## src/rtl/cphr_host_regs.sv

```systemverilog
module cphr_host_regs #(
  parameter int          ADDR_W    = 8,
  parameter logic [31:0] REV_ID    = 32'h4013_0A05,
  parameter int          BLK_BYTES = 8
) (
  input  logic              clk,
  input  logic              rst_n,
  input  logic              bus_sel,
  input  logic              bus_wr,
  input  logic [ADDR_W-1:0] bus_addr,
  input  logic [31:0]       bus_wdata,
  output logic [31:0]       bus_rdata,
  output logic              dp_in_valid,
  input  logic              dp_in_ready,
  output logic [63:0]       dp_in_data,
  input  logic              dp_out_valid,
  output logic              dp_out_ready,
  input  logic [63:0]       dp_out_data,
  output logic [63:0]       dp_key1,
  output logic [63:0]       dp_key2,
  output logic [63:0]       dp_key3,
  output logic [63:0]       dp_iv,
  output logic [1:0]        dp_mode,
  output logic              dp_triple,
  output logic              dp_encrypt,
  output logic              dma_ctx_req,
  output logic              dma_in_req,
  output logic              dma_out_req,
  output logic              irq
);
  localparam logic [ADDR_W-1:0] A_K3L = ADDR_W'(8'h00), A_K3H = ADDR_W'(8'h04);
  localparam logic [ADDR_W-1:0] A_K2L = ADDR_W'(8'h08), A_K2H = ADDR_W'(8'h0C);
  localparam logic [ADDR_W-1:0] A_K1L = ADDR_W'(8'h10), A_K1H = ADDR_W'(8'h14);
  localparam logic [ADDR_W-1:0] A_IVL = ADDR_W'(8'h18), A_IVH = ADDR_W'(8'h1C);
  localparam logic [ADDR_W-1:0] A_CTL = ADDR_W'(8'h20), A_LEN = ADDR_W'(8'h24);
  localparam logic [ADDR_W-1:0] A_DLO = ADDR_W'(8'h28), A_DHI = ADDR_W'(8'h2C);
  localparam logic [ADDR_W-1:0] A_REV = ADDR_W'(8'h30), A_CFG = ADDR_W'(8'h34);
  localparam logic [ADDR_W-1:0] A_STS = ADDR_W'(8'h38), A_EVS = ADDR_W'(8'h3C);
  localparam logic [ADDR_W-1:0] A_EVE = ADDR_W'(8'h40);
  localparam logic [31:0]       STEP  = 32'(BLK_BYTES);

  typedef enum logic [1:0] {ST_IN, ST_SEND, ST_WAIT, ST_OUT} stage_t;

  stage_t      stage;
  logic [63:0] key1, key2, key3, iv, blk_in, blk_out;
  logic [31:0] len, in_lo;
  logic [1:0]  mode;
  logic        triple, enc, ctx_free, rst_done;
  logic [2:0]  dma_en, ev_en;
  logic        in_rdy, out_rdy, wr, rd;
  logic [2:0]  ev_sts;

  assign wr      = bus_sel & bus_wr;
  assign rd      = bus_sel & ~bus_wr;
  assign in_rdy  = ~ctx_free & (stage == ST_IN);
  assign out_rdy = stage == ST_OUT;
  assign ev_sts  = {out_rdy, in_rdy, ctx_free};

  always_ff @(posedge clk) begin
    if (!rst_n) begin
      stage <= ST_IN;
      key1 <= '0; key2 <= '0; key3 <= '0; iv <= '0;
      blk_in <= '0; blk_out <= '0; len <= '0; in_lo <= '0;
      mode <= '0; triple <= 1'b0; enc <= 1'b0;
      ctx_free <= 1'b1; rst_done <= 1'b0;
      dma_en <= '0; ev_en <= '0;
    end else begin
      rst_done <= 1'b1;
      if (wr) begin
        case (bus_addr)
          A_K3L: if (ctx_free) key3[31:0]  <= bus_wdata;
          A_K3H: if (ctx_free) key3[63:32] <= bus_wdata;
          A_K2L: if (ctx_free) key2[31:0]  <= bus_wdata;
          A_K2H: if (ctx_free) key2[63:32] <= bus_wdata;
          A_K1L: if (ctx_free) key1[31:0]  <= bus_wdata;
          A_K1H: if (ctx_free) key1[63:32] <= bus_wdata;
          A_IVL: if (ctx_free) iv[31:0]    <= bus_wdata;
          A_IVH: if (ctx_free) iv[63:32]   <= bus_wdata;
          A_CTL: if (ctx_free) {mode, triple, enc} <= bus_wdata[5:2];
          A_LEN: if (ctx_free && bus_wdata != 32'd0) begin
                   len      <= bus_wdata;
                   ctx_free <= 1'b0;
                 end
          A_DLO: in_lo <= bus_wdata;
          A_DHI: if (in_rdy) begin
                   blk_in <= {bus_wdata, in_lo};
                   stage  <= ST_SEND;
                 end
          A_CFG: dma_en <= bus_wdata[7:5];
          A_EVE: ev_en  <= bus_wdata[2:0];
          default: ;
        endcase
      end
      if (stage == ST_SEND && dp_in_ready) stage <= ST_WAIT;
      if (stage == ST_WAIT && dp_out_valid) begin
        blk_out <= dp_out_data;
        stage   <= ST_OUT;
        len     <= (len > STEP) ? len - STEP : 32'd0;
      end
      if (rd && bus_addr == A_DHI && stage == ST_OUT) begin
        stage <= ST_IN;
        if (len == 32'd0) ctx_free <= 1'b1;
      end
    end
  end

  always_comb begin
    bus_rdata = '0;
    if (rd) begin
      case (bus_addr)
        A_IVL: bus_rdata = iv[31:0];
        A_IVH: bus_rdata = iv[63:32];
        A_CTL: bus_rdata = {ctx_free, 25'd0, mode, triple, enc, in_rdy, out_rdy};
        A_DLO: bus_rdata = blk_out[31:0];
        A_DHI: bus_rdata = blk_out[63:32];
        A_REV: bus_rdata = REV_ID;
        A_CFG: bus_rdata = {24'd0, dma_en, 5'd0};
        A_STS: bus_rdata = {31'd0, rst_done};
        A_EVS: bus_rdata = {29'd0, ev_sts};
        A_EVE: bus_rdata = {29'd0, ev_en};
        default: bus_rdata = '0;
      endcase
    end
  end

  assign dp_in_valid  = stage == ST_SEND;
  assign dp_in_data   = blk_in;
  assign dp_out_ready = stage == ST_WAIT;
  assign dp_key1      = key1;
  assign dp_key2      = key2;
  assign dp_key3      = key3;
  assign dp_iv        = iv;
  assign dp_mode      = mode;
  assign dp_triple    = triple;
  assign dp_encrypt   = enc;
  assign dma_ctx_req  = dma_en[2] & ctx_free;
  assign dma_out_req  = dma_en[1] & out_rdy;
  assign dma_in_req   = dma_en[0] & in_rdy;
  assign irq          = |(ev_sts & ev_en);

  // context frozen while busy
  a_r3_ctx_frozen: assert property (@(posedge clk) disable iff (!rst_n)
    !ctx_free |=> ($stable(key1) && $stable(key2) && $stable(key3) && $stable(iv) && $stable(dp_mode)));
  // remaining count never grows while busy
  a_r8_len_down: assert property (@(posedge clk) disable iff (!rst_n)
    !ctx_free |=> (len <= $past(len)));
  // offered block held until accepted
  a_r6_in_hold: assert property (@(posedge clk) disable iff (!rst_n)
    (dp_in_valid && !dp_in_ready) |=> (dp_in_valid && $stable(dp_in_data)));
  // high-word read releases the output
  a_r7_out_clear: assert property (@(posedge clk) disable iff (!rst_n)
    (out_rdy && rd && bus_addr == A_DHI) |=> !out_rdy);
  // one stage of the block flow at a time
  a_r6_one_stage: assert property (@(posedge clk) disable iff (!rst_n)
    $onehot0({in_rdy, out_rdy, dp_in_valid, dp_out_ready}));
  // length reads zero
  a_r5_len_zero: assert property (@(posedge clk) disable iff (!rst_n)
    (rd && bus_addr == A_LEN) |-> bus_rdata == 32'd0);
endmodule

```

## config.mk

```make
export PLATFORM = sky130hd
export DESIGN_NAME = cphr_host_regs
export DESIGN_NICKNAME = d
export VERILOG_FILES = /design/src/rtl/cphr_host_regs.sv
export SDC_FILE = /design/constraint.sdc
export NUM_CORES = 1
export LEC_CHECK = 0
export BUFFER_PORTS_ARGS = -buffer_cell sky130_fd_sc_hd__buf_2
export CAP_MARGIN = 20
export CORE_UTILIZATION = 55
export CTS_BUF_LIST = sky130_fd_sc_hd__clkbuf_4 sky130_fd_sc_hd__clkbuf_8 sky130_fd_sc_hd__clkbuf_16
export DETAILED_ROUTE_END_ITERATION = 7
export PLACE_DENSITY = 0.83
export SLEW_MARGIN = 20
export SYNTH_ARGS = -nofsm -noshare
export SYNTH_HDL_FRONTEND = slang
export SYNTH_SLANG_ARGS = --single-unit
export TNS_END_PERCENT = 50
```

## constraint.sdc

```tcl
create_clock -name clk -period 3.5 [get_ports clk]
set_input_delay 0.35 -clock clk [delete_from_list [all_inputs] [get_ports clk]]
set_output_delay 0.35 -clock clk [all_outputs]
set_load 0.03 [all_outputs]
```

# [Yosys cells after proc, flatten, opt, wreduce, memory -nomap -nowiden]
# Index checks and enable logic that the tools add are counted.
[classes] n_addsub=1 n_lt_le_gt_ge=1 n_eq_ne=19 mux=18 bitwise=10 n_reduce_logical=32
[ops] cell="$pmux 32 s10" count=1
[ops] cell="$mux 32" count=6
[ops] cell="$eq 8x6->1 const B" count=8
[ops] cell="$reduce_and 3->1" count=12
[ops] cell="$eq 8x5->1 const B" count=4
[ops] cell="$gt 32x4->1 const B" count=1
[ops] cell="$logic_not 32->1" count=1
[ops] cell="$reduce_bool 32->1" count=1
[ops] cell="$sub 32x4->32 const B" count=1
[ops] cell="$eq 8x4->1 const B" count=2
[ops] cell="$mux 2" count=5
[ops] cell="$reduce_bool 3->1" count=3
[ops] cell="$eq 8x3->1 const B" count=1
[ops] cell="$eq 8x7->1 const B" count=1
[ops] cell="$logic_not 8->1" count=1
[ops] cell="$and 1x1->1" count=6
[ops] cell="$mux 1" count=6
[ops] cell="$reduce_and 2->1" count=3
[ops] cell="$reduce_bool 2->1" count=3
[ops] cell="$logic_and 1x1->1" count=5
[ops] cell="$eq 2x2->1 const B" count=2
[ops] cell="$and 3x3->3" count=1
[ops] cell="$not 1->1" count=3
[ops] cell="$reduce_or 3->1" count=1
[ops] cell="other kinds (3)" count=3
[word_totals] register_bits=462 in_bits=110 out_inout_bits=362 wordCells=101

# [Depth between registers and ports, before layout]
[depth] ltp_word=7 mapped_depth=8 mapped_depth_nobuf=7

# [Worst setup path after synthesis]
# No wires, ideal clock.
[synth_timing] path_type="input -> output" startpoint="input bus_addr[2]" endpoint="output bus_rdata[3]" t_arrival_ns=2.565 required_time_ns=3.150 setup_slack_ns=0.585 path_stages=8 n_path_buf=4 path_cell_list="clkbuf_1 -> or4b_1 -> clkbuf_1 -> nor2_1 -> buf_2 -> buf_2 -> a22oi_1 -> a211oi_1"
[synth_via] elab_chain_len=3 word_cells_on_any_way=12 classes_between="eq/ne: 10; mux: 2"
[synth_rtl] item="from (decl)" line_no="10" source="input logic [ADDR_W-1:0] bus_addr,"
[synth_rtl] item="$eq 8x7->1 (tied with other cells)" line_no="110" source="case (bus_addr)"
[synth_rtl] item="$pmux 32 s10 (*)" line_no="110"
[synth_rtl] item="$mux 32 (*)" line_no="109" source="if (rd) begin"
[synth_rtl] item="to (decl)" line_no="12" source="output logic [31:0] bus_rdata,"
# Mark *: on every way between the ends. The rest lies on a longest branch, timed or not.

# [Final worst setup path]
[layout_timing] startpoint="input bus_addr[1]" endpoint="output bus_rdata[22]"
# Same word-level chain as after synthesis.

==> flow_summary_export.csv <==
group,metric,value,unit
synthesis,syn_area,18400,um^2
synthesis,yosysWarnings,0,
timing,fin_ws,319,ps
critical_path,path_class,"input port to output pin",
drt,viasPerCell,6.02,
drt,drt_first_pass_iters,8,
placement,dp.cells,3147,
floorplanning,initial_core_util,56.2,%
grt,grt_max_degree,169,
clock_tree,cts_tree,"yes",
clock_tree,cts_buffers,47,
critical_path,worst-path-buf-inv,3,
min_path,min_path_type,"input port to flip-flop",
timing,max_freq,314,MHz
finish,syn_to_final_growth,22.5,%
power_and_ir_drop,p_leak,9.12,nW
critical_path,cp-end-kind,"output pin",
critical_path,crit_top_cell,"buf_2",
drt,wire_per_inst,21.4,um
clock_tree,cts_buffer_depth,3,
clock_tree,cts_root_buf,"clkbuf_16",
grt,grt_pass1_wl,103000,um
timing,final-hold-violation-count,0,
timing,tightest_slew,1020,ps
finish,drive_gt1_share,22.9,%
timing,drv_slew,0,
power_and_ir_drop,ir_drop,0.415,mV
clock_tree,clock-sinks,462,
synthesis,synthArstFlopShare,0,%
critical_path,r2r_setup_slack,790,ps
placement,port_buffers,471,
run_status,status,"complete, no violations",
grt,grt_pass1_vias,17976,
critical_path,worst_ep_arrival_time,2830,ps
clock_tree,cts_resized,0,
synthesis,synth_edf_count,0,
synthesis,yosys.area.top_type_share,50.3,%
grt,grt_usage,39.4,%
synthesis,ys_top_cells_by_count,"nand2_1 (880), dfxtp_1 (462), a21oi_1 (436)",
run,maxCapViolCount,0,
critical_path,critPathSlowestCell,"or4_1",
clock_tree,h-tree-depth,2,
finish,nets,2865,
synthesis,syn_area_per_cell,7.68,um^2
clock_tree,holdBufCountCts,0,
critical_path,max_stage_delay,700,ps
synthesis,ys_top_cells_by_area,"dfxtp_1 (50%), nand2_1 (18%), a21oi_1 (12%)",
floorplanning,die-area,34100,um^2
clock_tree,clk_pin_slew_worst_paths,60,ps
synthesis,synthFlopType,"dfxtp_1",
floorplanning,die_x,185,um
synthesis,yosysSeqAreaShare,50.3,%
grt,antenna_found_initial,1,
clock_tree,postCtsSetupBuffers,0,
placement,dp_slack,381,ps
finish,fin_cells,3233,
floorplanning,rows,66,
drt,dr_total_vias,19465,
placement,gp_congestion,1.03,
floorplanning,core_area,32700,um^2
critical_path,cpLargestDelayFamily,"simple AND/OR/NAND/NOR gates",
critical_path,path_max_fanout,27,
timing,finalCritPeriodShare,90.9,%
drt,ant_nets,0,
drt,drtIter0Drc,2170,
placement,dpl.hpwl,45000,um
timing,rsz0062_at_grt,"false",
timing,slew_headroom,32.3,%
synthesis,synthCells,2392,
drt,remaining_drc_errors,0,
critical_path,required,3150,ps
timing,finClkSkew,19.7,ps
grt,gr-total-overflow,0,
timing,setup-tns-final,0,ps
floorplanning,die_y,185,um
synthesis,synth_cell_types,72,
drt,wl,69200,um
synthesis,synth-seq-cells,462,
floorplanning,io_pins,472,
synthesis,syn_nets,2503,
synthesis,synthMostInstantiatedCell,"nand2_1",
finish,fillers,2733,
critical_path,worstPathCellList,"buf_2, or4_1, nor4_2, a21oi_2, buf_4, nor3_1, buf_2",
clock_tree,insertion_delay,550,ps
critical_path,cp-start-kind,"input port",
timing,finalSetupViolCount,0,
power_and_ir_drop,p_per_area,474,nW/um^2
timing,finalCriticalPeriod,3180,ps
synthesis,yosys.area.top_type,"dfxtp_1",
final cells by class:
cell class              count  area (um^2)  area share [%]
diodes                      3         7.51          0.0333
clock buffers              65         1370            6.07
clock inverters            18          170           0.756
inverters                   8         37.5           0.167
multi-input cells        1711         8320            37.0
flip-flops and latches    462         9250            41.1
well taps                 442          553            2.46
repair buffers            524         2810            12.5
sequential cells by signal, indices dropped and copies added, names as in the netlist:
signal      count
dp_in_data     64
dp_iv          64
dp_key1        64
blk_out        64
dp_triple       1
dp_mode         2
ctx_free        1
ev_en           3
dma_en          3
len            32
stage           2
dp_key2        64
dp_key3        64
in_lo          32
dp_encrypt      1
rst_done        1
layout by cell type, fill, tap and decap left out, types with 9 or more instances in the layout:
cell type,n
a22oi_1,19
nor2_1,45
and3_1,17
a22o_1,23
clkbuf_4,9
o22ai_1,11
buf_4,49
nor3_1,46
clkinv_2,10
a21oi_1,435
clkbuf_16,47
o21ai_0,11
clkbuf_8,9
mux2i_1,14
o31a_1,13
nand2_1,880
buf_2,471
dfxtp_1,462
a221oi_1,19
or4_1,12
nand3_1,11
or3_1,10
nor4_1,20
a222oi_1,9
worst register-to-register path, delay by kind of cell (launching register included):
kind	cells	cell delay [ps]
AO/OA/AOI/OAI	3	1110
AND/OR/NAND/NOR	2	1100
flip-flops	1	380
path summary, 6_finish.rpt:
path / start / end / depth (start not counted)
setup / recovery: bus_addr[1] / bus_rdata[22] / 7
hold / removal: dp_out_data[23] / blk_out[23]$_SDFFE_PN0P_ / 3
setup reg to reg: len[12]$_SDFFE_PN0P_ / len[5]$_SDFFE_PN0P_ / 5
hold reg to reg: in_lo[16]$_SDFFE_PN0P_ / dp_in_data[16]$_SDFFE_PN0P_ / 2
layer usage:
metal  GRT usage [%]  up-vias  wire length, um
met3            11.0      302             8670
met2            61.5     1302            30900
met1            47.4     9060            24800
met4            26.4        0             4870
li1                -     8801                -
met5               0        -                0
report_power, final:
part	internal, W	leakage, nW	switching, W
Sequential	0.00526	3.72	0.00000224
Combinational	0.0000871	4.63	0.000326
Clock	0.00289	0.772	0.00210
stage by stage:
step                      hold slack (ps)  total power, W  area [um^2]  utilization, %
after floorplan                       378         0.00555        18400               -
after global placement                436         0.00577        21000            64.1
after detailed placement              442         0.00577        21000            64.1
after CTS                            35.5          0.0107        22500            68.8
after global routing                 41.6          0.0109        22500            68.8
final                                48.9          0.0107        22500            68.8
logic make-up after synthesis:
kind of cell	Yosys count	share of synthesized area, %
and+or+nand+nor	1099	24.9
adders and majority gates	1	0.0681
buffers and inverters	219	4.66
DFF	462	50.3
xor gates and xnor gates	5	0.238
muxes	15	0.824
AOI/OAI and AO/OA	591	19.0
No activity file was read; power rests on OpenSTA's default activity.
